`config.mk`:
```
export PLATFORM = sky130hd
export DESIGN_NAME = tokperm_unit
export DESIGN_NICKNAME = d
export VERILOG_FILES = /design/src/rtl/tokperm_pkg.sv /design/src/rtl/tokperm_store.sv /design/src/rtl/tokperm_responder.sv /design/src/rtl/tokperm_retry.sv /design/src/rtl/tokperm_unit.sv
export SDC_FILE = /design/constraint.sdc
export NUM_CORES = 1
export LEC_CHECK = 0
export BUFFER_PORTS_ARGS = -buffer_cell sky130_fd_sc_hd__buf_2
export CAP_MARGIN = 20
export CORE_MARGIN = 4
export CORE_UTILIZATION = 45
export DETAILED_ROUTE_END_ITERATION = 12
export PLACE_DENSITY = 0.62
export SYNTH_ARGS = -nofsm -noshare
export SYNTH_HDL_FRONTEND = slang
export SYNTH_HIERARCHICAL = 1
export SYNTH_SLANG_ARGS = --single-unit
```
`constraint.sdc`:
```
create_clock -name clk -period 10 [get_ports clk]
set_clock_uncertainty 0.15 [all_clocks]
set_input_delay 0.5 -clock clk [delete_from_list [all_inputs] [get_ports clk]]
set_output_delay 0.5 -clock clk [all_outputs]
set_load 0.03 [all_outputs]
```
`src/rtl/tokperm_pkg.sv`:
```
package tokperm_pkg;

   typedef enum logic [1:0] {
      TS_INV = 2'b00,
      TS_SHR = 2'b01,
      TS_MOD = 2'b10
   } tok_state_e;

   function automatic tok_state_e state_of(input int unsigned cnt, input int unsigned full);
      if (cnt == 0)
         return TS_INV;
      else if (cnt >= full)
         return TS_MOD;
      else
         return TS_SHR;
   endfunction

endpackage

```
`src/rtl/tokperm_store.sv`:
```
module tokperm_store #(
   parameter int NUM_LINES = 8,
   parameter int TOKENS    = 4,
   parameter int LW        = 3,
   parameter int CW        = 3
) (
   input  logic                          clk,
   input  logic                          rst_n,
   input  logic                          in_valid,
   input  logic [LW-1:0]                 in_line,
   input  logic [CW-1:0]                 in_tokens,
   input  logic                          in_owner,
   input  logic                          in_data,
   input  logic                          rm_fire,
   input  logic [LW-1:0]                 rm_line,
   input  logic [CW-1:0]                 rm_tokens,
   input  logic                          rm_owner,
   output logic [NUM_LINES-1:0][CW-1:0]  cnt_vec,
   output logic [NUM_LINES-1:0]          own_vec,
   output logic [NUM_LINES-1:0]          val_vec,
   output logic [NUM_LINES-1:0]          chg_vec,
   output logic                          err_q
);
   localparam logic [CW:0] FULL_W = (CW+1)'(TOKENS);

   logic [NUM_LINES-1:0] bad_vec;

   for (genvar i = 0; i < NUM_LINES; i++) begin : g_line
      logic [CW-1:0] cnt_q, take, give, mid, nxt;
      logic          own_q, val_q, chg_q;
      logic          hit_in, hit_rm, take_own, give_own, own_mid, bad, ok, nown, nval;

      always_comb begin
         hit_in   = in_valid && (in_line == LW'(i));
         hit_rm   = rm_fire && (rm_line == LW'(i));
         take     = hit_rm ? rm_tokens : '0;
         take_own = hit_rm && rm_owner;
         give     = hit_in ? in_tokens : '0;
         give_own = hit_in && in_owner;
         mid      = cnt_q - take;
         own_mid  = own_q && !take_own;
         bad      = hit_in && ((({1'b0, mid} + {1'b0, give}) > FULL_W) ||
                               (give_own && own_mid) ||
                               (give_own && (give == '0)));
         ok       = hit_in && !bad;
         nxt      = ok ? (mid + give) : mid;
         nown     = own_mid || (ok && give_own);
         if (nxt == '0)
            nval = 1'b0;
         else if (ok && in_data && (give != '0))
            nval = 1'b1;
         else
            nval = val_q;
      end

      always_ff @(posedge clk) begin
         if (!rst_n) begin
            cnt_q <= '0;
            own_q <= 1'b0;
            val_q <= 1'b0;
            chg_q <= 1'b0;
         end else begin
            cnt_q <= nxt;
            own_q <= nown;
            val_q <= nval;
            chg_q <= (nxt != cnt_q);
         end
      end

      assign cnt_vec[i] = cnt_q;
      assign own_vec[i] = own_q;
      assign val_vec[i] = val_q;
      assign chg_vec[i] = chg_q;
      assign bad_vec[i] = bad;

      // the count never leaves the pool
      p_no_overflow_r3: assert property (@(posedge clk) disable iff (!rst_n)
         {1'b0, cnt_q} <= FULL_W);
      // valid data never survives the last token
      p_valid_needs_tok_r4: assert property (@(posedge clk) disable iff (!rst_n)
         (cnt_q == '0) |-> !val_q);
      // the owner token is counted in the total
      p_owner_needs_tok_r2: assert property (@(posedge clk) disable iff (!rst_n)
         own_q |-> (cnt_q != '0));
   end

   always_ff @(posedge clk) begin
      if (!rst_n)
         err_q <= 1'b0;
      else
         err_q <= |bad_vec;
   end

endmodule

```
`src/rtl/tokperm_responder.sv`:
```
module tokperm_responder #(
   parameter int NUM_LINES = 8,
   parameter int LW        = 3,
   parameter int CW        = 3
) (
   input  logic                          ext_valid,
   input  logic [LW-1:0]                 ext_line,
   input  logic                          ext_excl,
   input  logic [NUM_LINES-1:0][CW-1:0]  cnt_vec,
   input  logic [NUM_LINES-1:0]          own_vec,
   output logic                          fire,
   output logic [CW-1:0]                 take,
   output logic                          take_owner
);
   logic [CW-1:0] cur;
   logic          cur_own;

   always_comb begin
      cur        = cnt_vec[ext_line];
      cur_own    = own_vec[ext_line];
      fire       = 1'b0;
      take       = '0;
      take_owner = 1'b0;
      if (ext_valid) begin
         if (ext_excl) begin
            if (cur != '0) begin
               fire       = 1'b1;
               take       = cur;
               take_owner = cur_own;
            end
         end else if (cur > CW'(1)) begin
            fire       = 1'b1;
            take       = cur - CW'(1);
            take_owner = cur_own;
         end else if ((cur == CW'(1)) && cur_own) begin
            fire       = 1'b1;
            take       = CW'(1);
            take_owner = 1'b1;
         end
      end
   end

endmodule

```
`src/rtl/tokperm_retry.sv`:
```
module tokperm_retry #(
   parameter int NUM_LINES = 8,
   parameter int TOKENS    = 4,
   parameter int LW        = 3,
   parameter int CW        = 3
) (
   input  logic                          clk,
   input  logic                          rst_n,
   input  logic                          op_valid,
   input  logic                          op_write,
   input  logic [LW-1:0]                 op_line,
   input  logic [NUM_LINES-1:0][CW-1:0]  cnt_vec,
   input  logic [NUM_LINES-1:0]          val_vec,
   input  logic [NUM_LINES-1:0]          chg_vec,
   output logic                          op_grant,
   output logic                          op_grant_wr,
   output logic                          op_busy
);
   localparam logic [CW-1:0] FULL = CW'(TOKENS);

   logic          pend_q, pend_wr_q;
   logic [LW-1:0] pend_line_q;
   logic          new_ok, pend_ok;
   logic [CW-1:0] sel_cnt;
   logic          sel_val;

   always_comb begin
      new_ok  = op_write ? (cnt_vec[op_line] == FULL)
                         : ((cnt_vec[op_line] != '0) && val_vec[op_line]);
      pend_ok = pend_wr_q ? (cnt_vec[pend_line_q] == FULL)
                          : ((cnt_vec[pend_line_q] != '0) && val_vec[pend_line_q]);
      sel_cnt = pend_q ? cnt_vec[pend_line_q] : cnt_vec[op_line];
      sel_val = pend_q ? val_vec[pend_line_q] : val_vec[op_line];
   end

   always_ff @(posedge clk) begin
      if (!rst_n) begin
         pend_q      <= 1'b0;
         pend_wr_q   <= 1'b0;
         pend_line_q <= '0;
         op_grant    <= 1'b0;
         op_grant_wr <= 1'b0;
      end else begin
         op_grant <= 1'b0;
         if (!pend_q) begin
            if (op_valid) begin
               if (new_ok) begin
                  op_grant    <= 1'b1;
                  op_grant_wr <= op_write;
               end else begin
                  pend_q      <= 1'b1;
                  pend_wr_q   <= op_write;
                  pend_line_q <= op_line;
               end
            end
         end else if (chg_vec[pend_line_q] && pend_ok) begin
            op_grant    <= 1'b1;
            op_grant_wr <= pend_wr_q;
            pend_q      <= 1'b0;
         end
      end
   end

   assign op_busy = pend_q;

   // a write grant follows a full count
   p_wr_full_r7: assert property (@(posedge clk) disable iff (!rst_n)
      (op_grant && op_grant_wr) |-> ($past(sel_cnt) == FULL));
   // a read grant follows a token with valid data
   p_rd_valid_r6: assert property (@(posedge clk) disable iff (!rst_n)
      (op_grant && !op_grant_wr) |-> ($past(sel_val) && ($past(sel_cnt) != '0)));
   // no grant is reported while an operation is still parked
   p_busy_no_grant_r11: assert property (@(posedge clk) disable iff (!rst_n)
      op_busy |-> !op_grant);

endmodule

```
`src/rtl/tokperm_unit.sv`:
```
module tokperm_unit #(
   parameter int NUM_LINES = 8,
   parameter int NUM_PROCS = 4,
   parameter int TOKENS    = 4,
   parameter bit OUT_REG   = 1'b1,
   localparam int LW = (NUM_LINES > 1) ? $clog2(NUM_LINES) : 1,
   localparam int CW = $clog2(TOKENS + 1)
) (
   input  logic          clk,
   input  logic          rst_n,
   input  logic          in_valid,
   input  logic [LW-1:0] in_line,
   input  logic [CW-1:0] in_tokens,
   input  logic          in_owner,
   input  logic          in_data,
   input  logic          ext_valid,
   input  logic [LW-1:0] ext_line,
   input  logic          ext_excl,
   output logic          out_valid,
   output logic [LW-1:0] out_line,
   output logic [CW-1:0] out_tokens,
   output logic          out_owner,
   output logic          out_data,
   input  logic          op_valid,
   input  logic          op_write,
   input  logic [LW-1:0] op_line,
   output logic          op_grant,
   output logic          op_grant_wr,
   output logic          op_busy,
   input  logic [LW-1:0] q_line,
   output logic [CW-1:0] q_count,
   output logic          q_owner,
   output logic          q_valid,
   output logic [1:0]    q_state,
   output logic          tok_err
);
   import tokperm_pkg::*;

   if (TOKENS < NUM_PROCS) begin : g_chk_pool
      $error("token pool smaller than processor count");
   end
   if (NUM_LINES < 1) begin : g_chk_lines
      $error("at least one line is required");
   end

   logic [NUM_LINES-1:0][CW-1:0] cnt_vec;
   logic [NUM_LINES-1:0]         own_vec, val_vec, chg_vec;
   logic                         rsp_fire, rsp_owner;
   logic [CW-1:0]                rsp_take;

   tokperm_responder #(.NUM_LINES(NUM_LINES), .LW(LW), .CW(CW)) u_rsp (
      .ext_valid (ext_valid),
      .ext_line  (ext_line),
      .ext_excl  (ext_excl),
      .cnt_vec   (cnt_vec),
      .own_vec   (own_vec),
      .fire      (rsp_fire),
      .take      (rsp_take),
      .take_owner(rsp_owner)
   );

   tokperm_store #(.NUM_LINES(NUM_LINES), .TOKENS(TOKENS), .LW(LW), .CW(CW)) u_store (
      .clk      (clk),
      .rst_n    (rst_n),
      .in_valid (in_valid),
      .in_line  (in_line),
      .in_tokens(in_tokens),
      .in_owner (in_owner),
      .in_data  (in_data),
      .rm_fire  (rsp_fire),
      .rm_line  (ext_line),
      .rm_tokens(rsp_take),
      .rm_owner (rsp_owner),
      .cnt_vec  (cnt_vec),
      .own_vec  (own_vec),
      .val_vec  (val_vec),
      .chg_vec  (chg_vec),
      .err_q    (tok_err)
   );

   tokperm_retry #(.NUM_LINES(NUM_LINES), .TOKENS(TOKENS), .LW(LW), .CW(CW)) u_retry (
      .clk        (clk),
      .rst_n      (rst_n),
      .op_valid   (op_valid),
      .op_write   (op_write),
      .op_line    (op_line),
      .cnt_vec    (cnt_vec),
      .val_vec    (val_vec),
      .chg_vec    (chg_vec),
      .op_grant   (op_grant),
      .op_grant_wr(op_grant_wr),
      .op_busy    (op_busy)
   );

   if (OUT_REG) begin : g_out_reg
      always_ff @(posedge clk) begin
         if (!rst_n) begin
            out_valid  <= 1'b0;
            out_line   <= '0;
            out_tokens <= '0;
            out_owner  <= 1'b0;
            out_data   <= 1'b0;
         end else begin
            out_valid  <= rsp_fire;
            out_line   <= ext_line;
            out_tokens <= rsp_take;
            out_owner  <= rsp_owner;
            out_data   <= rsp_owner;
         end
      end
   end else begin : g_out_comb
      assign out_valid  = rsp_fire;
      assign out_line   = ext_line;
      assign out_tokens = rsp_take;
      assign out_owner  = rsp_owner;
      assign out_data   = rsp_owner;
   end

   always_comb begin
      q_count = cnt_vec[q_line];
      q_owner = own_vec[q_line];
      q_valid = val_vec[q_line];
      q_state = state_of(int'(cnt_vec[q_line]), TOKENS);
   end

   // a transfer always moves at least one token
   p_out_nonzero_r8: assert property (@(posedge clk) disable iff (!rst_n)
      out_valid |-> (out_tokens != '0));
   // the owner token never travels without data
   p_out_data_r10: assert property (@(posedge clk) disable iff (!rst_n)
      (out_valid && out_owner) |-> out_data);

endmodule

```
==> impl_metrics.json <==
{
  "status": "completed",
  "power_density_mw_per_mm2": 102,
  "synthesis.nets": 761,
  "synth_top_area_share_pct": 20.3,
  "reg2reg_from": "u_store/g_line[1].cnt_q[1]",
  "p_int_uw": 508,
  "vias_per_cell": 5.96,
  "antenna_found_initial": 0,
  "r2r_slack_ps": 3660,
  "setup_tns_ps": 0,
  "grt_max_degree": 39,
  "syn2layout_area_growth_pct": 6.17,
  "cts_resized": 0,
  "route.met3.wl_um": 1310,
  "routed.top_layer": "met4",
  "finalWirelength_um": 17900,
  "setup_viol": 0,
  "cp-startpoint": "ext_line[0]",
  "cp.arrival_ps": 6510,
  "synthCells": 687,
  "n_fill_cell": 1306,
  "grtUsageTotal_pct": 22.5,
  "finalHoldViolCount": 0,
  "multiInputGateArea_mm2": 0.00442,
  "yosysTopAreaCell": "dfxtp_1",
  "vias": 5218,
  "nets": 764,
  "cts_made_buffers": 9,
  "holdPathEnd": "u_retry/pend_wr_q",
  "cap_violations": 0,
  "die_w_um": 127,
  "diodes": 0,
  "syn-mean-instance-area_um2": 9.21,
  "ios": 44,
  "ys_seq_elements": 64,
  "p_switching_uw": 176,
  "cts_tree": "done",
  "synthArstFlopShare_pct": 0,
  "wirelength_met1_um": 8030,
  "pwr-share-seq_pct": 39.0,
  "met2_length_um": 8150,
  "postCtsSetupBuffers": 0,
  "clockBufferDepth": 2,
  "post-dp-hpwl_um": 14200,
  "cts_sinks": 64,
  "min_period_ps": 6440,
  "grt_pass1_vias": 5151,
  "synth.most_common_cell": "nor2_1",
  "ys.flop_type": "dfxtp_1",
  "p_comb_share_pct": 12.2,
  "synth_cell_types": 80,
  "wl_per_cell_um": 20.5,
  "core-area_mm2": 0.0138,
  "startpoint_type": "input pin",
  "port_buffers": 43,
  "p_total_uw": 684,
  "grt_pass1_wl_um": 28300,
  "holdCritStartpoint": "op_write",
  "peakVddDrop_v": 0.0000727,
  "worstSetupPathType": "input pin to register",
  "yosys-top-cells-count": "nor2_1 (71), inv_1 (65), dfxtp_1 (64), nand2_1 (50), ha_1 (34)",
  "std_cell_rows": 43,
  "drive_gt1_share_pct": 15.4,
  "cts_hold_buf": 0,
  "synth_edf_count": 0,
  "rsz0062_at_grt": "false",
  "overflow": 0,
  "insertion_delay_ps": 340,
  "gp_congestion": 0.953,
  "period_share_pct": 64.4,
  "leakage_uw": 0.00283,
  "power_frac_clock_pct": 48.9,
  "synthTopCellsByArea": "dfxtp_1 (20%), mux4_1 (9.1%), ha_1 (6.7%), fa_1 (5.1%), xnor2_1 (4.3%)",
  "drt_drc_violations_left": 0,
  "worst_setup_path_end_kind": "register",
  "tightest_slew_ps": 794,
  "power_switching_share_pct": 25.7,
  "fmax_mhz": 155,
  "drtAntennaViolNets": 0,
  "min_path_cells": 3,
  "max-slew-margin-rel_pct": 47.1,
  "initial_core_util_pct": 45.8,
  "r2r_end": "u_store/g_line[6].chg_q",
  "dieArea_mm2": 0.0160,
  "drtIter0Drc": 624,
  "hp-class": "input pin to register",
  "required_ps": 10070,
  "cts_root_buf": "clkbuf_16",
  "ys_warn_count": 6,
  "die_h_um": 127,
  "ff_latch_area_mm2": 0.00128,
  "ys_seq_area_share_pct": 20.3,
  "h-tree-depth": 3,
  "cts.clk_slew.worst_paths_ps": 60,
  "cp_max_fo": 17,
  "syn_area_mm2": 0.00633,
  "drv_slew": 0,
  "ff2ff_path_depth": 22,
  "firstDrtPassIters": 5
}
[cells by family (layout without fill, tap and decap cells)]
kind of cell,after synthesis,count (layout),synth area share [%]
and+or+nand+nor,228,228,18.9
AOI/OAI and AO/OA,109,109,13.9
DFF,64,64,20.3
adders and majority gates,50,50,11.8
muxes,70,70,18.6
xor gates and xnor gates,48,48,6.65
buffers and inverters,118,126,9.83
[power groups by stage]
stage	Clock, uW	Sequential [uW]	Combinational [uW]
after floorplan	0	271	62.7
after global placement	0	272	80.5
after detailed placement	0	272	81.8
after CTS	342	267	82.2
after global routing	354	267	89.8
final	335	267	83.2
[cell type report]
type                    instances  share of cell area (%)
clock buffers                  10                    3.41
clock inverters                 6                    1.25
inverters                      65                    3.63
multi-input cells             505                    65.9
flip-flops and latches         64                    19.1
well taps                     180                    3.35
repair buffers                 45                    3.43
[cell usage in the layout (no fill, tap or decap), types with 7 or more instances in the layout]
cell,n
nor2_1,71
inv_1,65
dfxtp_1,64
nand2_1,50
buf_2,43
ha_1,34
xnor2_1,31
mux2i_1,23
mux4_1,22
nor3_1,17
xor2_1,17
fa_1,16
nor2b_1,15
a21oi_1,15
o21ai_0,15
and2_1,14
mux2_2,12
nand2b_1,11
a211oi_1,10
clkbuf_16,9
nand3_1,9
nor4_1,8
o31a_1,7
[critical path: stages]
cell and delay (ps):
buf_2 310, mux4_1 610, mux2_4 310, inv_1 110
ha_1 150, inv_1 70, nand2_1 120, o41ai_4 90
nor2_1 430, nand3b_1 340, nor2_1 210, ha_1 170
inv_1 50, fa_1 560, fa_1 480, o21ai_0 280
o21bai_1 150, or3b_4 420, a211oi_2 350, mux2i_1 390
xnor2_1 100, o31a_1 300
[sequential cells by signal, summed over array words and instances, names as in the netlist, 3 cells and up]
| signal | flops |
|---|---|
| out_tokens | 3 |
| u_store/g_line.chg_q | 8 |
| u_store/g_line.val_q | 8 |
| u_retry/pend_line_q | 3 |
| out_line | 3 |
| u_store/g_line.cnt_q | 24 |
| u_store/g_line.own_q | 8 |
[metal layers]
layer	vias to the layer above	track usage, %
met5	-	0
met4	0	7.44
met3	32	4.63
met2	220	35.4
met1	2532	31.1
li1	2434	-
[how the worst max path moves through the flow]
stage	endpoint	depth (start not counted)
2_1_floorplan	u_store/g_line[6].chg_q	21
3_3_place_gp	u_store/g_line[2].chg_q	24
3_5_place_dp	u_store/g_line[6].chg_q	22
4_1_cts	u_store/g_line[6].chg_q	22
5_1_grt	u_store/g_line[6].chg_q	22
6_report	u_store/g_line[6].chg_q	22
[through the flow]
stage / cell area [um^2] / setup slack (ps) / hold slack, ps / instances / utilization (%)
floorplan: 6330 / 4200 / 310 / 687 / -
global placement: 6400 / 3540 / 311 / 859 / 46.3
detailed placement: 6400 / 3330 / 320 / 859 / 46.3
CTS: 6720 / 3640 / 288 / 875 / 48.6
global route: 6720 / 3180 / 324 / 875 / 48.6
finish: 6720 / 3560 / 303 / 875 / 48.6
Note: power is estimated with default switching activity, not from simulation.
